==> src/rtl/lw_pkg.sv <==
package lw_pkg;
  // Kind of access presented on the input pins in one cycle.
  typedef enum logic [1:0] {
    CK_IDLE  = 2'd0,
    CK_READ  = 2'd1,
    CK_WRITE = 2'd2,
    CK_ABORT = 2'd3
  } cyc_kind_e;

  function automatic cyc_kind_e decode_kind(input logic desel, input logic wr_n,
                                            input logic no_lane);
    if (desel)   return CK_IDLE;
    if (wr_n)    return CK_READ;
    if (no_lane) return CK_ABORT;
    return CK_WRITE;
  endfunction
endpackage

==> src/rtl/lw_array.sv <==
// Word array with per-lane write enables and a registered read port,
// shaped so that a block RAM with byte enables can be inferred.
module lw_array #(
  parameter int AW     = 4,
  parameter int LANES  = 4,
  parameter int LANE_W = 9
) (
  input  logic                    clk,
  input  logic [LANES-1:0]        we,
  input  logic [AW-1:0]           waddr,
  input  logic [LANES*LANE_W-1:0] wdata,
  input  logic                    re,
  input  logic [AW-1:0]           raddr,
  output logic [LANES*LANE_W-1:0] rdata
);
  localparam int DEPTH = 1 << AW;
  localparam int DW    = LANES * LANE_W;

  logic [DW-1:0] mem [DEPTH];

  always_ff @(posedge clk) begin
    for (int b = 0; b < LANES; b++) begin
      if (we[b]) mem[waddr][b*LANE_W +: LANE_W] <= wdata[b*LANE_W +: LANE_W];
    end
    if (re) rdata <= mem[raddr];
  end
endmodule

==> src/rtl/lw_hold.sv <==
// Pending-write entry: address and mask are captured with the write,
// data one edge later; the entry is retired on the next real write.
module lw_hold
  import lw_pkg::*;
#(
  parameter int AW     = 4,
  parameter int LANES  = 4,
  parameter int LANE_W = 9
) (
  input  logic                    clk,
  input  logic                    rst,
  input  cyc_kind_e               kind_i,
  input  logic [AW-1:0]           addr_i,
  input  logic [LANES-1:0]        bw_n_i,
  input  logic [LANES*LANE_W-1:0] din_i,
  output logic                    h_vld_o,
  output logic [AW-1:0]           h_addr_o,
  output logic [LANES-1:0]        h_mask_o,
  output logic [LANES*LANE_W-1:0] h_data_o,
  output logic [LANES-1:0]        cm_we_o,
  output logic [AW-1:0]           cm_addr_o,
  output logic [LANES*LANE_W-1:0] cm_data_o
);
  localparam int DW = LANES * LANE_W;

  logic            h_vld;
  logic [AW-1:0]   h_addr;
  logic [LANES-1:0] h_mask;
  logic [DW-1:0]   h_data;
  logic            data_due;   // the previous edge took a real write
  logic            take;

  assign take = (kind_i == CK_WRITE);

  // Retire the entry; when writes are back to back its data is still on din_i.
  assign cm_we_o   = (take && h_vld) ? h_mask : '0;
  assign cm_addr_o = h_addr;
  assign cm_data_o = data_due ? din_i : h_data;

  always_ff @(posedge clk) begin
    if (rst) begin
      h_vld    <= 1'b0;
      h_addr   <= '0;
      h_mask   <= '0;
      h_data   <= '0;
      data_due <= 1'b0;
    end else begin
      data_due <= take;
      if (data_due) h_data <= din_i;
      if (take) begin
        h_vld  <= 1'b1;
        h_addr <= addr_i;
        h_mask <= ~bw_n_i;
      end
    end
  end

  assign h_vld_o  = h_vld;
  assign h_addr_o = h_addr;
  assign h_mask_o = h_mask;
  assign h_data_o = h_data;

  // an aborted write leaves the pending entry untouched
  a_r6_abort_holds: assert property (@(posedge clk) disable iff (rst)
    (kind_i == CK_ABORT) |=> ($stable(h_addr) && $stable(h_mask) && $stable(h_vld)));

  // the entry's data is the din_i sampled one edge after the write
  a_r2_data_follows: assert property (@(posedge clk) disable iff (rst)
    (kind_i == CK_WRITE) |-> ##2 (h_data == $past(din_i)));
endmodule

==> src/rtl/lw_merge.sv <==
// Lane-wise forwarding from the pending entry, output register and
// asynchronous output gating.
module lw_merge #(
  parameter int AW     = 4,
  parameter int LANES  = 4,
  parameter int LANE_W = 9
) (
  input  logic                    clk,
  input  logic                    rst,
  input  logic                    rd_i,
  input  logic [AW-1:0]           addr_i,
  input  logic [LANES*LANE_W-1:0] arr_i,
  input  logic                    h_vld_i,
  input  logic [AW-1:0]           h_addr_i,
  input  logic [LANES-1:0]        h_mask_i,
  input  logic [LANES*LANE_W-1:0] h_data_i,
  input  logic                    oe_n_i,
  output logic [LANES*LANE_W-1:0] dout_o,
  output logic                    dout_en_o
);
  localparam int DW = LANES * LANE_W;

  logic          hit;
  logic [DW-1:0] merged;
  logic          o_vld;
  logic [DW-1:0] o_data;

  assign hit = h_vld_i && (addr_i == h_addr_i);

  for (genvar b = 0; b < LANES; b++) begin : g_lane
    assign merged[b*LANE_W +: LANE_W] = (hit && h_mask_i[b]) ? h_data_i[b*LANE_W +: LANE_W]
                                                              : arr_i[b*LANE_W +: LANE_W];
  end

  always_ff @(posedge clk) begin
    if (rst) begin
      o_vld  <= 1'b0;
      o_data <= '0;
    end else begin
      o_vld <= rd_i;
      if (rd_i) o_data <= merged;
    end
  end

  assign dout_en_o = o_vld && !oe_n_i;
  assign dout_o    = dout_en_o ? o_data : '0;

  // a high output enable never lets data out
  a_r8_oe_blocks: assert property (@(posedge clk) disable iff (rst)
    oe_n_i |-> (!dout_en_o && (dout_o == '0)));
endmodule

==> src/rtl/lw_sram_front.sv <==
module lw_sram_front
  import lw_pkg::*;
#(
  parameter int AW     = 4,
  parameter int LANES  = 4,
  parameter int LANE_W = 9
) (
  input  logic                    clk,
  input  logic                    rst,
  input  logic [AW-1:0]           addr_i,
  input  logic                    desel_i,
  input  logic                    wr_n_i,
  input  logic [LANES-1:0]        bw_n_i,
  input  logic [LANES*LANE_W-1:0] din_i,
  input  logic                    oe_n_i,
  output logic [LANES*LANE_W-1:0] dout_o,
  output logic                    dout_en_o
);
  localparam int DW = LANES * LANE_W;

  cyc_kind_e        kind;
  logic             s_rd;
  logic [AW-1:0]    s_addr;
  logic             h_vld;
  logic [AW-1:0]    h_addr;
  logic [LANES-1:0] h_mask;
  logic [DW-1:0]    h_data;
  logic [LANES-1:0] cm_we;
  logic [AW-1:0]    cm_addr;
  logic [DW-1:0]    cm_data;
  logic [DW-1:0]    arr_q;

  assign kind = decode_kind(desel_i, wr_n_i, &bw_n_i);

  always_ff @(posedge clk) begin
    if (rst) begin
      s_rd   <= 1'b0;
      s_addr <= '0;
    end else begin
      s_rd   <= (kind == CK_READ);
      s_addr <= addr_i;
    end
  end

  lw_hold #(.AW(AW), .LANES(LANES), .LANE_W(LANE_W)) u_hold (
    .clk(clk), .rst(rst), .kind_i(kind), .addr_i(addr_i), .bw_n_i(bw_n_i),
    .din_i(din_i), .h_vld_o(h_vld), .h_addr_o(h_addr), .h_mask_o(h_mask),
    .h_data_o(h_data), .cm_we_o(cm_we), .cm_addr_o(cm_addr), .cm_data_o(cm_data)
  );

  lw_array #(.AW(AW), .LANES(LANES), .LANE_W(LANE_W)) u_array (
    .clk(clk), .we(cm_we), .waddr(cm_addr), .wdata(cm_data),
    .re(kind == CK_READ), .raddr(addr_i), .rdata(arr_q)
  );

  lw_merge #(.AW(AW), .LANES(LANES), .LANE_W(LANE_W)) u_merge (
    .clk(clk), .rst(rst), .rd_i(s_rd), .addr_i(s_addr), .arr_i(arr_q),
    .h_vld_i(h_vld), .h_addr_i(h_addr), .h_mask_i(h_mask), .h_data_i(h_data),
    .oe_n_i(oe_n_i), .dout_o(dout_o), .dout_en_o(dout_en_o)
  );

  // a read is returned exactly two edges after it is sampled
  a_r1_read_shows: assert property (@(posedge clk) disable iff (rst)
    (!desel_i && wr_n_i) |-> ##2 (dout_en_o == !oe_n_i));

  // write, abort and idle cycles never produce driven data
  a_r7_hiz_nonread: assert property (@(posedge clk) disable iff (rst)
    (desel_i || !wr_n_i) |-> ##2 !dout_en_o);

  // the array is written only while a real write is on the pins
  a_r3_commit_on_write: assert property (@(posedge clk) disable iff (rst)
    (|cm_we) |-> (!desel_i && !wr_n_i && !(&bw_n_i)));
endmodule

==> config.mk <==
export PLATFORM = sky130hd
export DESIGN_NAME = lw_sram_front
export DESIGN_NICKNAME = d
export VERILOG_FILES = /design/src/rtl/lw_pkg.sv /design/src/rtl/lw_array.sv /design/src/rtl/lw_hold.sv /design/src/rtl/lw_merge.sv /design/src/rtl/lw_sram_front.sv
export SDC_FILE = /design/constraint.sdc
export NUM_CORES = 1
export LEC_CHECK = 0
export BUFFER_PORTS_ARGS = -buffer_cell sky130_fd_sc_hd__buf_2
export CELL_PAD_IN_SITES_DETAIL_PLACEMENT = 0
export CELL_PAD_IN_SITES_GLOBAL_PLACEMENT = 2
export CORE_AREA = 5 5 315 317
export CTS_CLUSTER_SIZE = 12
export DETAILED_ROUTE_END_ITERATION = 8
export DIE_AREA = 0 0 320 322
export PLACE_DENSITY_LB_ADDON = 0.1
export SKIP_CTS_REPAIR_TIMING = 1
export SLEW_MARGIN = 10
export SYNTH_ARGS = -nofsm -noshare
export SYNTH_HDL_FRONTEND = slang
export SYNTH_HIERARCHICAL = 1
export SYNTH_SLANG_ARGS = --single-unit
==> constraint.sdc <==
create_clock -name clk -period 6.14 [get_ports clk]
set_input_delay 0.921 -clock clk [delete_from_list [all_inputs] [get_ports clk]]
set_output_delay 0.921 -clock clk [all_outputs]
set_load 0.02 [all_outputs]
==> impl_metrics.env <==
export IMPL_period_share=0.532
export IMPL_drcViolationCount=0
export IMPL_die_h_microns=322
export IMPL_leakagePower_uw=0.00971
export IMPL_nNetsFinal=1621
export IMPL_arrival_ns=3.50
export IMPL_tns_ns=0
export IMPL_ys_seq_elements=700
export IMPL_ant_nets=0
export IMPL_coreArea_sq_um=96000
export IMPL_overflow=0
export IMPL_drive_gt1_frac=0.276
export IMPL_viasPerCell=4.79
export IMPL_cts_root_buffer="clkbuf_16"
export IMPL_grt_first_pass_wirelength_microns=112000
export IMPL_netlist_area_leader_share=0.668
export IMPL_yosys_most_used_dff="edfxtp_1"
export IMPL_worst_path_largest_cell_delay_ns=0.96
export IMPL_gp_congestion=0.737
export IMPL_grt_pass1_vias=14500
export IMPL_port_buffers=85
export IMPL_swShare=0.212
export IMPL_max_slew_margin_rel=0.252
export IMPL_wire_per_inst_microns=26.8
export IMPL_syn_instance_count=1475
export IMPL_hpwl_microns=48400
export IMPL_grt_max_degree=89
export IMPL_hold_start="u_merge/o_data[16]$_SDFFE_PP0P_"
export IMPL_tightest_slew_ns=1.12
export IMPL_fin_skew_ns=0.0131
export IMPL_cts_path_max_buffers=3
export IMPL_synth_edf_count=612
export IMPL_power_frac_seq=0.504
export IMPL_yosysTopAreaCell="edfxtp_1"
export IMPL_p_comb_frac=0.046
export IMPL_rsz0062_at_grt="no"
export IMPL_die_x_microns=320
export IMPL_p_int_uw=8200
export IMPL_worstPathMaxFanout=16
export IMPL_synth_cell_types=32
export IMPL_grt_usage=0.150
export IMPL_startpoint_type="primary input"
export IMPL_drt_first_pass_iters=5
export IMPL_synth_nets=1524
export IMPL_cts_tree="done"
export IMPL_start_util=0.287
export IMPL_cp_cell_sequence="buf_2 -> nor2_1 -> nand2b_1 -> nor3_2 -> and2_1"
export IMPL_rows=114
export IMPL_maxCapViolations=0
export IMPL_synthTopCellsByArea="edfxtp_1 67%, mux4_2 12%, dfxtp_1 6.4%"
export IMPL_insertion_delay_ns=0.60
export IMPL_hold_path_class="flop to flop"
export IMPL_crit_buf_inv=1
export IMPL_avgSynthCellArea_sq_um=18.7
export IMPL_powerDensity_nw_per_um2=327
export IMPL_synth_area_sq_um=27500
export IMPL_cts_sinks=700
export IMPL_crit_required_ns=6.37
export IMPL_endpoint_kind="flop"
export IMPL_synthTopCellsByCount="612 x edfxtp_1, 144 x mux4_2, 101 x and2_1"
export IMPL_drt_total_wl_microns=78100
export IMPL_yosysWarnings=6
export IMPL_vias=13900
export IMPL_dieArea_sq_um=103000
export IMPL_fillers=9127
export IMPL_ys_seq_area_frac=0.732
export IMPL_p_switching_uw=2210
export IMPL_hold_viol_final=0
export IMPL_min_period_ns=3.27
export IMPL_crit_type="primary input to flop"
export IMPL_r2r_start="u_hold/cm_addr_o[0]$_SDFFE_PP0P_"
export IMPL_slew_viol_final=0
export IMPL_drt_initial_drc_count=1103
export IMPL_cp_slowest_cell="nor3_2"
export IMPL_cts_clk_slew_worst_paths_ns=0.06
export IMPL_grt_antenna_before_repair=5
export IMPL_setup_viol=0
export IMPL_ys_async_sr_fraction=0
export IMPL_critPathTopFamily="simple AND/OR/NAND/NOR gates"
export IMPL_syn2layout_area_growth_pct=15.9
export IMPL_p_clk_frac=0.450
export IMPL_timing_fmax_mhz=306
export IMPL_io_pin_count=86
export IMPL_yosysMostFrequentCell="edfxtp_1"
export IMPL_cts_made_buffers=80
export IMPL_htree_levels=3
export IMPL_cp_startpoint="wr_n_i"
export IMPL_vdd_ir_drop_max_mv=0.147
export IMPL_final_util=0.332
export IMPL_outcome="completed"
==> flip-flops by register name, summed over array words and instances, names as in the netlist <==
signal	count
u_hold/h_data_o	36
s_addr	4
u_hold/h_mask_o	4
u_hold/h_vld_o	1
u_array/rdata	36
u_merge/o_data	36
u_array/mem	576
s_rd	1
u_hold/cm_addr_o	4
u_hold/data_due	1
u_merge/o_vld	1
==> metal layers <==
layer / up-vias / share of wire / global-route usage
met2: 320 / 0.46 / 0.233
li1: 6046 / - / -
met1: 7471 / 0.48 / 0.220
met5: - / 0 / 0
met4: 0 / 0.018 / 0.0356
met3: 96 / 0.047 / 0.0295
==> final timing paths <==
kind | endpoint | slack, ns | cells past startpoint
min reg2reg | u_merge/o_data[16]$_SDFFE_PP0P_ | 0.48 | 2
min | u_merge/o_data[16]$_SDFFE_PP0P_ | 0.48 | 2
max | u_array/mem[12][6]$_DFFE_PP_ | 2.87 | 5
max reg2reg | u_merge/o_data[3]$_SDFFE_PP0P_ | 3.41 | 4
==> through the flow <==
step / total power, uW / area, sq um / setup WS (ns) / hold slack [ns] / instances
6_report: 10400 / 31900 / 2.87 / 0.482 / 2911
5_1_grt: 10800 / 31900 / 2.55 / 0.510 / 2910
4_1_cts: 10600 / 31900 / 2.90 / 0.485 / 2910
3_5_place_dp: 5840 / 29300 / 2.26 / 0.475 / 2766
3_3_place_gp: 5840 / 29300 / 2.31 / 0.476 / 2766
2_1_floorplan: 5630 / 27500 / 3.35 / 0.459 / 1475
==> layout make-up <==
type / count / area [sq um] / area share
tap: 1276 / 1600 / 0.0501
clock buffer: 104 / 2180 / 0.0682
clock inverter: 40 / 382 / 0.0120
inverter: 41 / 154 / 0.00483
sequential: 700 / 20100 / 0.632
timing repair buffer: 107 / 609 / 0.0191
multi-input combinational: 642 / 6820 / 0.214
antenna: 1 / 2.50 / 0.0000785
==> power by group through the flow <==
stage / sequential (uW) / clock, uW / combinational [uW]
global route: 5250 / 5080 / 521
CTS: 5250 / 4860 / 495
finish: 5250 / 4690 / 477
global placement: 5350 / 0 / 498
floorplan: 5320 / 0 / 309
detailed placement: 5350 / 0 / 494
==> worst min-delay path, cell delays in order, from the launching register on <==
cell and delay [ns]:
dfxtp_1 0.31, nor2_1 0.08, a211oi_1 0.05
==> logic make-up (layout without fill, tap and decap cells) <==
| kind of cell | Yosys count | count (layout) | synth area share |
|---|---|---|---|
| DFF | 700 | 700 | 0.732 |
| and+or+nand+nor | 268 | 268 | 0.0547 |
| AOI/OAI and AO/OA | 190 | 190 | 0.0512 |
| muxes | 180 | 180 | 0.137 |
| buffers and inverters | 133 | 292 | 0.0237 |
| xor gates and xnor gates | 4 | 4 | 0.00182 |
| other | 0 | 1 | 0 |
==> layout by cell type, fill, tap and decap left out, drive strengths merged, types with 2 or more instances in the layout <==
cell / n
edfxtp: 612
mux4: 144
buf: 107
clkbuf: 104
and2: 101
dfxtp: 88
a22oi: 72
nor2: 49
nor2b: 46
inv: 41
a211oi: 40
o21ai: 40
nand2: 38
o31a: 36
mux2: 36
clkinv: 30
nor3: 10
nand2b: 9
bufinv: 8
nand3: 5
and3b: 4
or4bb: 4
xnor2: 4
clkinvlp: 2
No activity file was read; power rests on OpenSTA's default activity.
